`config.mk`:
```
export PLATFORM = sky130hd
export DESIGN_NAME = rail_picker
export DESIGN_NICKNAME = d
export VERILOG_FILES = /design/src/rtl/rail_pkg.sv /design/src/rtl/mag_abs.sv /design/src/rtl/thr_select.sv /design/src/rtl/hold_timer.sv /design/src/rtl/rail_picker.sv
export SDC_FILE = /design/constraint.sdc
export NUM_CORES = 1
export LEC_CHECK = 0
export BUFFER_PORTS_ARGS = -buffer_cell sky130_fd_sc_hd__buf_4
export CAP_MARGIN = 10
export CELL_PAD_IN_SITES_DETAIL_PLACEMENT = 0
export CELL_PAD_IN_SITES_GLOBAL_PLACEMENT = 1
export CORE_MARGIN = 8
export CORE_UTILIZATION = 40
export CTS_BUF_LIST = sky130_fd_sc_hd__clkbuf_16
export CTS_CLUSTER_DIAMETER = 30
export DETAILED_ROUTE_END_ITERATION = 10
export HOLD_SLACK_MARGIN = 0.02
export PLACE_DENSITY = 0.9
export SYNTH_ARGS = -nofsm -noshare
export SYNTH_HDL_FRONTEND = slang
export SYNTH_SLANG_ARGS = --single-unit
```
`constraint.sdc`:
```
create_clock -name clk -period 6.2 [get_ports clk]
set_clock_uncertainty 0.2 [all_clocks]
set_input_delay 0.31 -clock clk [delete_from_list [all_inputs] [get_ports clk]]
set_output_delay 0.31 -clock clk [all_outputs]
set_load 0.05 [all_outputs]
```
`src/rtl/rail_pkg.sv`:
```
// Shared widths and code values for the supply rail selector.
package rail_pkg;
    localparam int REL_W  = 4;   // relative margin code width
    localparam int FIX_W  = 5;   // fixed threshold code width
    localparam int PWR_W  = 2;   // supply mode width
    localparam int LOWC_W = 2;   // coarse override code width
    localparam int HYST_W = 4;   // hold code width
    localparam logic [PWR_W-1:0] PWR_OVERRIDE = 2'b11;
endpackage

```
`src/rtl/mag_abs.sv`:
```
// Magnitude of a signed sample.
// Assumes two's complement; the result is one bit wider in range than
// the positive half, so the most negative code maps to 2^(W-1) unchanged.
module mag_abs #(
    parameter int W = 16
) (
    input  logic [W-1:0] data_i,
    output logic [W-1:0] mag_o
);
    // Negate negative samples, pass positive ones.
    always_comb begin
        if (data_i[W-1]) mag_o = (~data_i) + W'(1);
        else             mag_o = data_i;
    end
endmodule

```
`src/rtl/thr_select.sv`:
```
// Active threshold computation.
// Chooses among a margin below the low-rail level word, a fixed code with
// roughly 3 dB steps, and a coarse override used in one supply mode.
// Assumes all codes are static or change only between samples.
module thr_select
    import rail_pkg::*;
#(
    parameter int W           = 16,
    parameter int MARGIN_STEP = 256,
    parameter int LOW_SHIFT   = 4
) (
    input  logic [W-1:0]      low_level_i,
    input  logic              rel_sel_i,
    input  logic [REL_W-1:0]  rel_code_i,
    input  logic [FIX_W-1:0]  fix_code_i,
    input  logic [PWR_W-1:0]  pwr_mode_i,
    input  logic [LOWC_W-1:0] low_code_i,
    output logic [W-1:0]      thr_o
);
    localparam int MW = W + REL_W + 1;
    localparam logic [W-1:0] FS = W'(1) << (W - 1);

    logic [MW-1:0] margin;
    logic [MW-1:0] level_ext;
    logic [W-1:0]  rel_thr;
    logic [W-1:0]  fix_base;
    logic [W-1:0]  fix_thr;
    logic [W-1:0]  ovr_thr;

    // Relative threshold: level minus scaled margin, clamped at zero.
    always_comb begin
        margin    = MW'(rel_code_i) * MW'(MARGIN_STEP);
        level_ext = MW'(low_level_i);
        if (margin >= level_ext) rel_thr = '0;
        else                     rel_thr = W'(level_ext - margin);
    end

    // Fixed threshold: 6 dB per pair of codes, odd codes drop a quarter more.
    always_comb begin
        fix_base = FS >> fix_code_i[FIX_W-1:1];
        fix_thr  = fix_code_i[0] ? (fix_base - (fix_base >> 2)) : fix_base;
    end

    // Coarse override threshold for the special supply mode.
    always_comb begin
        ovr_thr = FS >> (LOW_SHIFT + int'(low_code_i));
    end

    // Source priority: override mode first, then the mode bit.
    always_comb begin
        if (pwr_mode_i == PWR_OVERRIDE) thr_o = ovr_thr;
        else if (rel_sel_i)             thr_o = rel_thr;
        else                            thr_o = fix_thr;
    end
endmodule

```
`src/rtl/hold_timer.sv`:
```
// Rail decision state with a quiet-run hold timer.
// Moves to the low rail after more than (hyst+1)*HOLD_STEP consecutive
// quiet samples; returns to the high rail on the first loud sample.
// Assumes quiet_i is meaningful only when valid_i is high.
module hold_timer
    import rail_pkg::*;
#(
    parameter int HOLD_STEP = 4,
    parameter int CNT_W     = 7
) (
    input  logic              clk,
    input  logic              rst_n,
    input  logic              valid_i,
    input  logic              quiet_i,
    input  logic [HYST_W-1:0] hyst_i,
    output logic              rail_hi_o,
    output logic              rail_chg_o,
    output logic [CNT_W-1:0]  cnt_o
);
    logic [CNT_W-1:0] limit;

    // Hold limit in valid samples for the current code.
    always_comb begin
        limit = CNT_W'((int'(hyst_i) + 1) * HOLD_STEP);
    end

    // Rail state, change pulse and saturating quiet-run counter.
    always_ff @(posedge clk) begin
        if (!rst_n) begin
            rail_hi_o  <= 1'b1;
            rail_chg_o <= 1'b0;
            cnt_o      <= '0;
        end else begin
            rail_chg_o <= 1'b0;
            if (valid_i) begin
                if (!quiet_i) begin
                    cnt_o <= '0;
                    if (!rail_hi_o) begin
                        rail_hi_o  <= 1'b1;
                        rail_chg_o <= 1'b1;
                    end
                end else if (rail_hi_o) begin
                    if (cnt_o >= limit) begin
                        rail_hi_o  <= 1'b0;
                        rail_chg_o <= 1'b1;
                    end else begin
                        cnt_o <= cnt_o + CNT_W'(1);
                    end
                end
            end
        end
    end
endmodule

```
`src/rtl/rail_picker.sv`:
```
// Audio-level supply rail selector, top level.
// Compares each valid sample magnitude with the active threshold and
// drives the rail-select flag through the hold timer.
// Assumes synchronous active-low reset and configuration stable per sample.
module rail_picker
    import rail_pkg::*;
#(
    parameter int SAMPLE_W    = 16,
    parameter int MARGIN_STEP = 256,
    parameter int LOW_SHIFT   = 4,
    parameter int HOLD_STEP   = 4
) (
    input  logic                clk,
    input  logic                rst_n,
    input  logic                smp_valid,
    input  logic [SAMPLE_W-1:0] smp_data,
    input  logic [SAMPLE_W-1:0] low_level,
    input  logic                thr_rel_sel,
    input  logic [REL_W-1:0]    rel_code,
    input  logic [FIX_W-1:0]    fix_code,
    input  logic [PWR_W-1:0]    pwr_mode,
    input  logic [LOWC_W-1:0]   low_code,
    input  logic [HYST_W-1:0]   hyst_code,
    output logic                rail_hi,
    output logic                rail_chg
);
    localparam int MAX_HOLD = (1 << HYST_W) * HOLD_STEP;
    localparam int CNT_W    = $clog2(MAX_HOLD + 1);

    logic [SAMPLE_W-1:0] mag_w;
    logic [SAMPLE_W-1:0] thr_w;
    logic                quiet_w;
    logic [CNT_W-1:0]    cnt_w;

    mag_abs #(.W(SAMPLE_W)) u_mag (
        .data_i (smp_data),
        .mag_o  (mag_w)
    );

    thr_select #(
        .W           (SAMPLE_W),
        .MARGIN_STEP (MARGIN_STEP),
        .LOW_SHIFT   (LOW_SHIFT)
    ) u_thr (
        .low_level_i (low_level),
        .rel_sel_i   (thr_rel_sel),
        .rel_code_i  (rel_code),
        .fix_code_i  (fix_code),
        .pwr_mode_i  (pwr_mode),
        .low_code_i  (low_code),
        .thr_o       (thr_w)
    );

    // Quiet means strictly below the active threshold.
    always_comb begin
        quiet_w = (mag_w < thr_w);
    end

    hold_timer #(
        .HOLD_STEP (HOLD_STEP),
        .CNT_W     (CNT_W)
    ) u_hold (
        .clk        (clk),
        .rst_n      (rst_n),
        .valid_i    (smp_valid),
        .quiet_i    (quiet_w),
        .hyst_i     (hyst_code),
        .rail_hi_o  (rail_hi),
        .rail_chg_o (rail_chg),
        .cnt_o      (cnt_w)
    );
endmodule

```
* After elaboration in Yosys (flattened, before gate mapping) *
Index checks and enable logic that the tools add are counted.

cells by class
  add/subtract/negate cells = 6
  magnitude comparators = 3
  equality and inequality tests = 3
  shift operators = 2
  mux-type cells = 15
  bitwise operators = 1
  reductions and logical operators = 2

operators by type and width
  cell                                                                   count
  16-bit 2-to-1 mux                                                      5
  16-bit by 32-bit >> shifter with 16-bit output (first input constant)  1
  7-bit 2-to-1 mux                                                       3
  16-bit by 1-bit adder with 16-bit output (second input constant)       1
  12-bit by 16-bit >= comparator with 1-bit output                       1
  16-bit less-than comparator                                            1
  16-bit NOT                                                             1
  16-bit by 4-bit >> shifter with 16-bit output (first input constant)   1
  16-bit by 12-bit subtractor with 16-bit output                         1
  16-bit by 14-bit subtractor with 16-bit output                         1
  7-bit by 1-bit adder with 7-bit output (second input constant)         1
  7-bit >= comparator                                                    1
  1-bit 2-to-1 mux                                                       7
  4-bit by 1-bit adder with 5-bit output (second input constant)         1
  3-bit by 2-bit adder with 4-bit output (first input constant)          1
  2-bit inequality test (second input constant)                          2
  3-bit AND reduction                                                    1
  2-bit == test (second input constant)                                  1
  2-bit AND reduction                                                    1

word-level totals
  register bits = 9
  output and inout port bits = 2
  logic and storage cells = 35

* Depth between registers and ports, before layout *
Gate-level depths: netlist (run 1).

  word-level depth = 8
  mapped depth = 22
  mapped depth without buffers = 20

* By module *
Synthesis (run 1) repeated with hierarchy kept, for this count alone.

second synthesis, totals
  cells, all modules = 424
  area, all modules = 3,030.4 sq um

modules (own cells, without submodules)
  module       instances  cells each  area each (sq um)  sequential area each (sq um)
  thr_select   1          233         1,569.0            0.0
  hold_timer   1          91          720.7              180.2
  rail_picker  1          52          375.4              0.0
  mag_abs      1          48          365.4              0.0

* Worst setup path after synthesis (run 1) *
No wires, ideal clock.

  kind = input to register
  from = input port fix_code[4]
  to = register u_hold.cnt_o[0]
  setup time = 75 ps
  arrival = 4,652 ps
  required time = 5,925 ps
  slack = 1,274 ps
  stages on the path = 21
  buffers on the path = 3
  cell sequence = clkbuf_1 -> buf_1 -> nor2b_1 -> nand2_1 -> ha_1 -> a21oi_1 -> nand2_1 -> a311oi_1 -> o21bai_1 -> or3_1 -> a41oi_1 -> o211ai_1 -> ha_1 -> a21o_1 -> a21o_1 -> a221oi_1 -> nand3_1 -> o21ai_0 -> clkbuf_1 -> nand4_1 -> o22ai_1

between the ends
  word-level cells in the longest chain between the ends = 8
  elaborated cells on any way between the ends = 10

RTL lines
  element                                          RTL line           source
  start: declaration                               rail_picker.sv:20  input logic [FIX_W-1:0] fix_code,
  16-bit by 4-bit >> shifter with 16-bit output *  thr_select.sv:40   fix_base = FS >> fix_code_i[FIX_W-1:1];
  16-bit by 14-bit subtractor with 16-bit output   thr_select.sv:41   fix_thr = fix_code_i[0] ? (fix_base - (fix_base >> 2)) : fix_base;
  16-bit 2-to-1 mux *                              thr_select.sv:41
  16-bit 2-to-1 mux *                              thr_select.sv:52   else if (rel_sel_i) thr_o = rel_thr;
  16-bit 2-to-1 mux *                              thr_select.sv:51   if (pwr_mode_i == PWR_OVERRIDE) thr_o = ovr_thr;
  16-bit less-than comparator *                    rail_picker.sv:56  quiet_w = (mag_w < thr_w);
  2-bit inequality test (no line)                  --
  3-bit AND reduction (no line)                    --
  end signal: assignment                           hold_timer.sv:47   cnt_o <= cnt_o + CNT_W'(1);
  end: declaration                                 hold_timer.sv:18   output logic [CNT_W-1:0] cnt_o

Every way passes the cells marked *; elsewhere a longest branch is shown, timed or not.
A chain may end at the register's enable or synchronous reset.

* Worst setup path in the final report (run 1) *
  from = input port fix_code[2]
  to = register u_hold.cnt_o[0]

Same word-level chain as after synthesis.

==> results.sh, run 1 <==
export IMPL_cts_sinks=9
export IMPL_setup_violations=0
export IMPL_die_h_um=99.1
export IMPL_start_kind="primary input"
export IMPL_wl_met1_um=3690
export IMPL_gp_congestion=0.918
export IMPL_multi_input_area_sq_um=2390
export IMPL_routed_top_layer="met4"
export IMPL_cp_arrival_ns=4.89
export IMPL_grt_util_all_layers=0.160
export IMPL_fill_cells=700
export IMPL_synth_area_sq_um=2760
export IMPL_synth_cell_type_count=56
export IMPL_antenna_found_initial=0
export IMPL_status="finished, final reports clean"
export IMPL_boundaryPins=55
export IMPL_synth_top_area_share=0.168
export IMPL_holdWs_ns=0.160
export IMPL_route_vias_total=3070
export IMPL_synth_area_leader_cell="ha_1"
export IMPL_worstSetupPathType="primary input to flop"
export IMPL_worst_slew_pin_slew_ns=0.634
export IMPL_wl_met3_um=467
export IMPL_firstDrtPassIters=4
export IMPL_cp_max_fo=19
export IMPL_numCtsBuffers=3
export IMPL_synth_edff_count=0
export IMPL_core_sq_um=6720
export IMPL_cts_hold_buf=0
export IMPL_grt_max_degree=24
export IMPL_ys_top_cells_by_area="ha_1, dfxtp_1, o21ai_0"
export IMPL_synth_common_cells="nand2_1, ha_1, o21ai_0"
export IMPL_synth_area_per_cell_sq_um=6.65
export IMPL_first_iter_violations=147
export IMPL_die_area_sq_um=9810
export IMPL_cap_violations=0
export IMPL_max_slew_margin=0.577
export IMPL_ctsHtreeMaxLevel=1
export IMPL_r2r_slack_ns=3.88
export IMPL_clockRootBuffer="clkbuf_16"
export IMPL_grt_pass1_wl_um=13400
export IMPL_ir_worst_vdd_v=0.0000756
export IMPL_wl_per_cell_um=14.8
export IMPL_viasPerCell=5.74
export IMPL_nets=548
export IMPL_diodes=0
export IMPL_fin_crit_ns=4.93
export IMPL_synth_net_count=507
export IMPL_hold_depth=3
export IMPL_clock_latency_ns=0.23
export IMPL_yosysSeqAreaShare=0.0653
export IMPL_ant_nets=0
export IMPL_ys_seq_elements=9
export IMPL_clockBufferDepth=2
export IMPL_required_ns=6.15
export IMPL_endpoint_kind="flop"
export IMPL_place_hpwl_um=6500
export IMPL_cts_repair_resized=0
export IMPL_syn_inst=415
export IMPL_hold_viol=0
export IMPL_initial_core_util=0.411
export IMPL_leakage_uw=0.00145
export IMPL_dieWidth_um=99.1
export IMPL_drt_wl_total_um=7920
export IMPL_yosys_most_used_dff="dfxtp_1"
export IMPL_area_delta_synth_final_pct=18.7
export IMPL_clk_pin_slew_ns=0.04
export IMPL_final_layout_size_suffix_gt1_frac=0.145
export IMPL_cts_tree="done"
export IMPL_power_density_nw_per_um2=125
export IMPL_post_cts_buffers=0
export IMPL_tns_ns=0
export IMPL_synth_most_common_cell="nand2_1"
export IMPL_io_buffers=54
export IMPL_grt_pass1_vias=2958
export IMPL_hold_path_class="primary input to flop"
export IMPL_met2WireLength_um=3710
export IMPL_regArea_sq_um=180
export IMPL_rsz0062_at_grt="no"
export IMPL_num_rows=30
export IMPL_overflow=0
export IMPL_finalCoreUtilization=0.488
export IMPL_rr_worst_depth=9
export IMPL_ys_warn_count=0
export IMPL_clock_fmax_mhz=203
export IMPL_drc=0
export IMPL_maxSlewViolCount=0
export IMPL_synthArstFlopShare=0
export IMPL_fin_crit_sh=0.796
through the flow:
step                      std cells  setup slack, ns  area, sq um  total power (uW)
after floorplan                 415             1.27         2760               221
after global placement          531             1.24         3200               291
after detailed placement        531             1.08         3200               296
after CTS                       535             1.30         3280               409
after global routing            535            0.800         3280               443
final                           535             1.27         3280               409
flip-flops by register name, summed over array words and instances (netlist names):
register and cells:
u_hold.rail_chg_o 1, u_hold.rail_hi_o 1, u_hold.cnt_o 7
final timing paths:
check / startpoint / end
worst max register to register: u_hold.cnt_o[2]$_SDFFE_PN0P_ / u_hold.cnt_o[4]$_SDFFE_PN0P_
worst min-delay path: smp_valid / u_hold.rail_chg_o$_SDFF_PN0_
worst max-delay path: fix_code[2] / u_hold.cnt_o[0]$_SDFFE_PN0P_
worst min register to register: u_hold.cnt_o[1]$_SDFFE_PN0P_ / u_hold.cnt_o[1]$_SDFFE_PN0P_
layer usage:
metal  vias up  global-route usage
li1       1577                   -
met1      1414               0.207
met2        74               0.278
met3         5              0.0240
met4         0              0.0221
met5         -                   0
kinds of logic (layout without fill, tap and decap cells):
family | count (synthesis) | in the layout | share of synthesized area
adders and majority gates | 39 | 39 | 0.182
AOI/OAI and AO/OA | 104 | 104 | 0.237
DFF | 9 | 9 | 0.0653
muxes | 7 | 7 | 0.0259
buffers and inverters | 49 | 89 | 0.0680
xor gates and xnor gates | 27 | 27 | 0.0857
and+or+nand+nor | 180 | 180 | 0.336
worst max-delay path, cell delays in order:
cell and delay [ns]:
buf_4 0.17, nor2b_1 0.23, nand3_1 0.10, ha_1 0.34
a21oi_1 0.29, nand2_1 0.18, a311oi_1 0.49, o21bai_1 0.23
or3_1 0.38, a41oi_1 0.22, o211ai_1 0.12, ha_1 0.32
a21o_1 0.18, a21o_1 0.17, a221oi_1 0.32, nand3_1 0.11
o21ai_0 0.19, buf_4 0.20, nand4_1 0.14, o22ai_1 0.18
layout make-up:
type                       instances  share of cell area
clock buffer                       3              0.0229
clock inverter                     1             0.00115
inverter                          30              0.0344
multi-input combinational        357               0.730
sequential                         9              0.0550
tap                               80              0.0306
timing repair buffer              55               0.126
report_power, final:
part           switching (uW)  internal (uW)  total (uW)
sequential               2.77           60.6        63.4
combinational             130            104         235
clock                    26.7           84.1         111
total                     160            249         409
cells in the final DEF, fill, tap and decap left out, drive strengths merged, types with 2 or more instances in the layout:
cell type   n
a21o        9
inv        31
o211ai      3
buf        55
and2        2
fa          2
nor2       28
dfxtp       9
nand4       7
nor3       18
nor2b      12
a22oi       2
clkbuf      3
o21bai      2
nor4        2
a21oi      20
a21boi      3
o21ai      35
a211oi      3
o31ai       4
or2         3
o22ai       4
xnor2      20
nand2      46
a41oi       2
or4         7
and3        9
or3         4
nand3      23
nand2b     10
xor2        7
nand3b      3
o41ai       2
a31oi       7
mux2i       6
ha         37
Power figures use the tool's default switching activity.
==> run 2, diff against run 1 <==
--- a/config.mk
+++ b/config.mk
@@ -10,12 +10,12 @@
 export CELL_PAD_IN_SITES_DETAIL_PLACEMENT = 0
 export CELL_PAD_IN_SITES_GLOBAL_PLACEMENT = 1
 export CORE_MARGIN = 8
-export CORE_UTILIZATION = 40
+export CORE_UTILIZATION = 36
 export CTS_BUF_LIST = sky130_fd_sc_hd__clkbuf_16
 export CTS_CLUSTER_DIAMETER = 30
 export DETAILED_ROUTE_END_ITERATION = 10
 export HOLD_SLACK_MARGIN = 0.02
-export PLACE_DENSITY = 0.9
+export PLACE_DENSITY = 0.86
 export SYNTH_ARGS = -nofsm -noshare
 export SYNTH_HDL_FRONTEND = slang
 export SYNTH_SLANG_ARGS = --single-unit
==> constraint.sdc (replaced) <==
create_clock -name clk -period 4.1 [get_ports clk]
set_clock_uncertainty 0.2 [all_clocks]
set_input_delay 0.205 -clock clk [delete_from_list [all_inputs] [get_ports clk]]
set_output_delay 0.205 -clock clk [all_outputs]
set_load 0.05 [all_outputs]
==> run 2 against run 1 <==
Combinational power increased by 85%. Sequential power increased by 51%. Non-clock buffer count increased by 49. Critical path depth unchanged. Setup slack got worse by 1.1 ns. Critical endpoint is now u_hold.cnt_o[1]$_SDFFE_PN0P_. Largest power group unchanged.
==> results.sh, run 2 (same netlist as run 1, synthesis figures left out) <==
export IMPL_status="finished, final reports clean"
export IMPL_cap_violations=0
export IMPL_cts_hold_buf=0
export IMPL_boundaryPins=55
export IMPL_worstSetupPathType="primary input to flop"
export IMPL_top_regs="u_hold.cnt_o x7, u_hold.rail_chg_o x1, u_hold.rail_hi_o x1"
export IMPL_fin_crit_ns=3.96
export IMPL_grt_max_degree=21
export IMPL_drc=0
export IMPL_tns_ns=0
export IMPL_layout_common_cells="buf_4, nand2_1, ha_1"
export IMPL_overflow=0
export IMPL_grt_pass1_wl_um=14300
export IMPL_antenna_found_initial=0
export IMPL_power_density_nw_per_um2=182
export IMPL_cts_sinks=9
export IMPL_area_delta_synth_final_pct=39.3
export IMPL_hold_viol=0
export IMPL_drt_wl_total_um=8490
export IMPL_use_met1=0.188
export IMPL_timing_final_ws_setup_ns=0.140
export IMPL_clock_fmax_mhz=253
export IMPL_grtUsageMet2=0.269
export IMPL_wl_per_cell_um=14.0
export IMPL_cp_startpoint="fix_code[2]"
export IMPL_cts_tree="done"
export IMPL_die_area_sq_um=10700
export IMPL_regMostFlops="u_hold.cnt_o"
export IMPL_first_iter_violations=138
export IMPL_route_vias_total=3239
export IMPL_worst_slew_pin_slew_ns=0.573
export IMPL_hold_path_class="primary input to flop"
export IMPL_rsz0062_at_grt="yes"
export IMPL_clockBufferDepth=2
export IMPL_dp_cells=598
export IMPL_grt_pass1_vias=3179
export IMPL_cp_max_fo=7
export IMPL_ant_nets=0
export IMPL_nets=597
export IMPL_clockRootBuffer="clkbuf_16"
export IMPL_place_hpwl_um=7190
export IMPL_clock_latency_ns=0.23
export IMPL_finalCoreUtilization=0.508
export IMPL_core_sq_um=7570
export IMPL_grt_util_all_layers=0.153
export IMPL_final_common_cell="buf_4"
export IMPL_fin_crit_sh=0.966
export IMPL_largest_reg_flops=7
export IMPL_place_area_sq_um=3630
export IMPL_setup_violations=0
export IMPL_fin_cells=606
export IMPL_clk_pin_slew_ns=0.04
export IMPL_ctsHtreeMaxLevel=1
export IMPL_firstDrtPassIters=4
export IMPL_viasPerCell=5.34
export IMPL_max_slew_margin=0.618
export IMPL_leakage_uw=0.00173
export IMPL_r2r_start="u_hold.cnt_o[2]$_SDFFE_PN0P_"
export IMPL_maxSlewViolCount=0
export IMPL_numCtsBuffers=3
export IMPL_initial_core_util=0.365
export IMPL_gp_congestion=0.928
export IMPL_min_from="smp_valid"
export IMPL_dieWidth_um=104
export IMPL_io_buffers=54
export IMPL_die_h_um=104
export IMPL_required_ns=4.06
export IMPL_fill_cells=750
export IMPL_busiest_layer="met2"
export IMPL_cp_arrival_ns=3.92
export IMPL_num_rows=32
export IMPL_final_area_sq_um=3840
export IMPL_final_layout_size_suffix_gt1_frac=0.276
export IMPL_endpoint_kind="flop"
export IMPL_dp_slack_ns=-0.192
export IMPL_ir_worst_vdd_v=0.000122
export IMPL_diodes=0
export IMPL_start_kind="primary input"
export IMPL_use_met3=0.0235
run 2: cell type report:
class,count,area [sq um],share of cell area
clock buffer,3,75.1,0.0195
clock inverter,1,3.75,0.000977
multi-input combinational,357,2540,0.661
inverter,30,113,0.0293
sequential,9,180,0.0469
timing repair buffer,104,802,0.209
tap,102,128,0.0332
run 2: routing by layer:
| layer | routed length, um | vias to the layer above |
|---|---|---|
| met5 | 0 | - |
| met4 | 98 | 0 |
| met3 | 380 | 12 |
| met2 | 4220 | 69 |
| met1 | 3790 | 1477 |
| li1 | - | 1681 |
run 2: path summary, 6_finish.rpt:
kind | to | slack [ns] | cells past startpoint
setup reg to reg | u_hold.cnt_o[4]$_SDFFE_PN0P_ | 1.82 | 9
hold reg to reg | u_hold.cnt_o[0]$_SDFFE_PN0P_ | 0.31 | 2
setup / recovery | u_hold.cnt_o[1]$_SDFFE_PN0P_ | 0.14 | 20
hold / removal | u_hold.rail_chg_o$_SDFF_PN0_ | 0.05 | 3
run 2: stage by stage:
step,hold slack (ns),power [uW]
floorplan,0.265,351
global placement,0.284,492
detailed placement,0.291,500
CTS,0.0485,673
global route,0.0647,758
finish,0.0537,699
run 2: where the power goes:
group	switching, uW	internal, uW	total, uW
clock	41.3	127	169
combinational	220	215	434
sequential	4.10	91.7	95.8
run 2: critical path: stages:
cell	delay (ns)
buf_12	0.11
nand2b_4	0.14
nor2_4	0.18
ha_4	0.25
nand3b_1	0.21
a31oi_4	0.12
a311oi_4	0.26
o21bai_1	0.11
or3_1	0.33
a41oi_2	0.19
o211ai_1	0.13
ha_1	0.34
a21o_1	0.16
a21o_1	0.16
a221oi_2	0.26
nand3_1	0.13
o21ai_2	0.18
buf_6	0.13
nand4_1	0.12
o22ai_1	0.18
run 2: what timing repair did:
item / CTS / global route
resized for setup: 0 / 26
buffers inserted: 0 / 3
setup endpoints to repair: 0 / 9
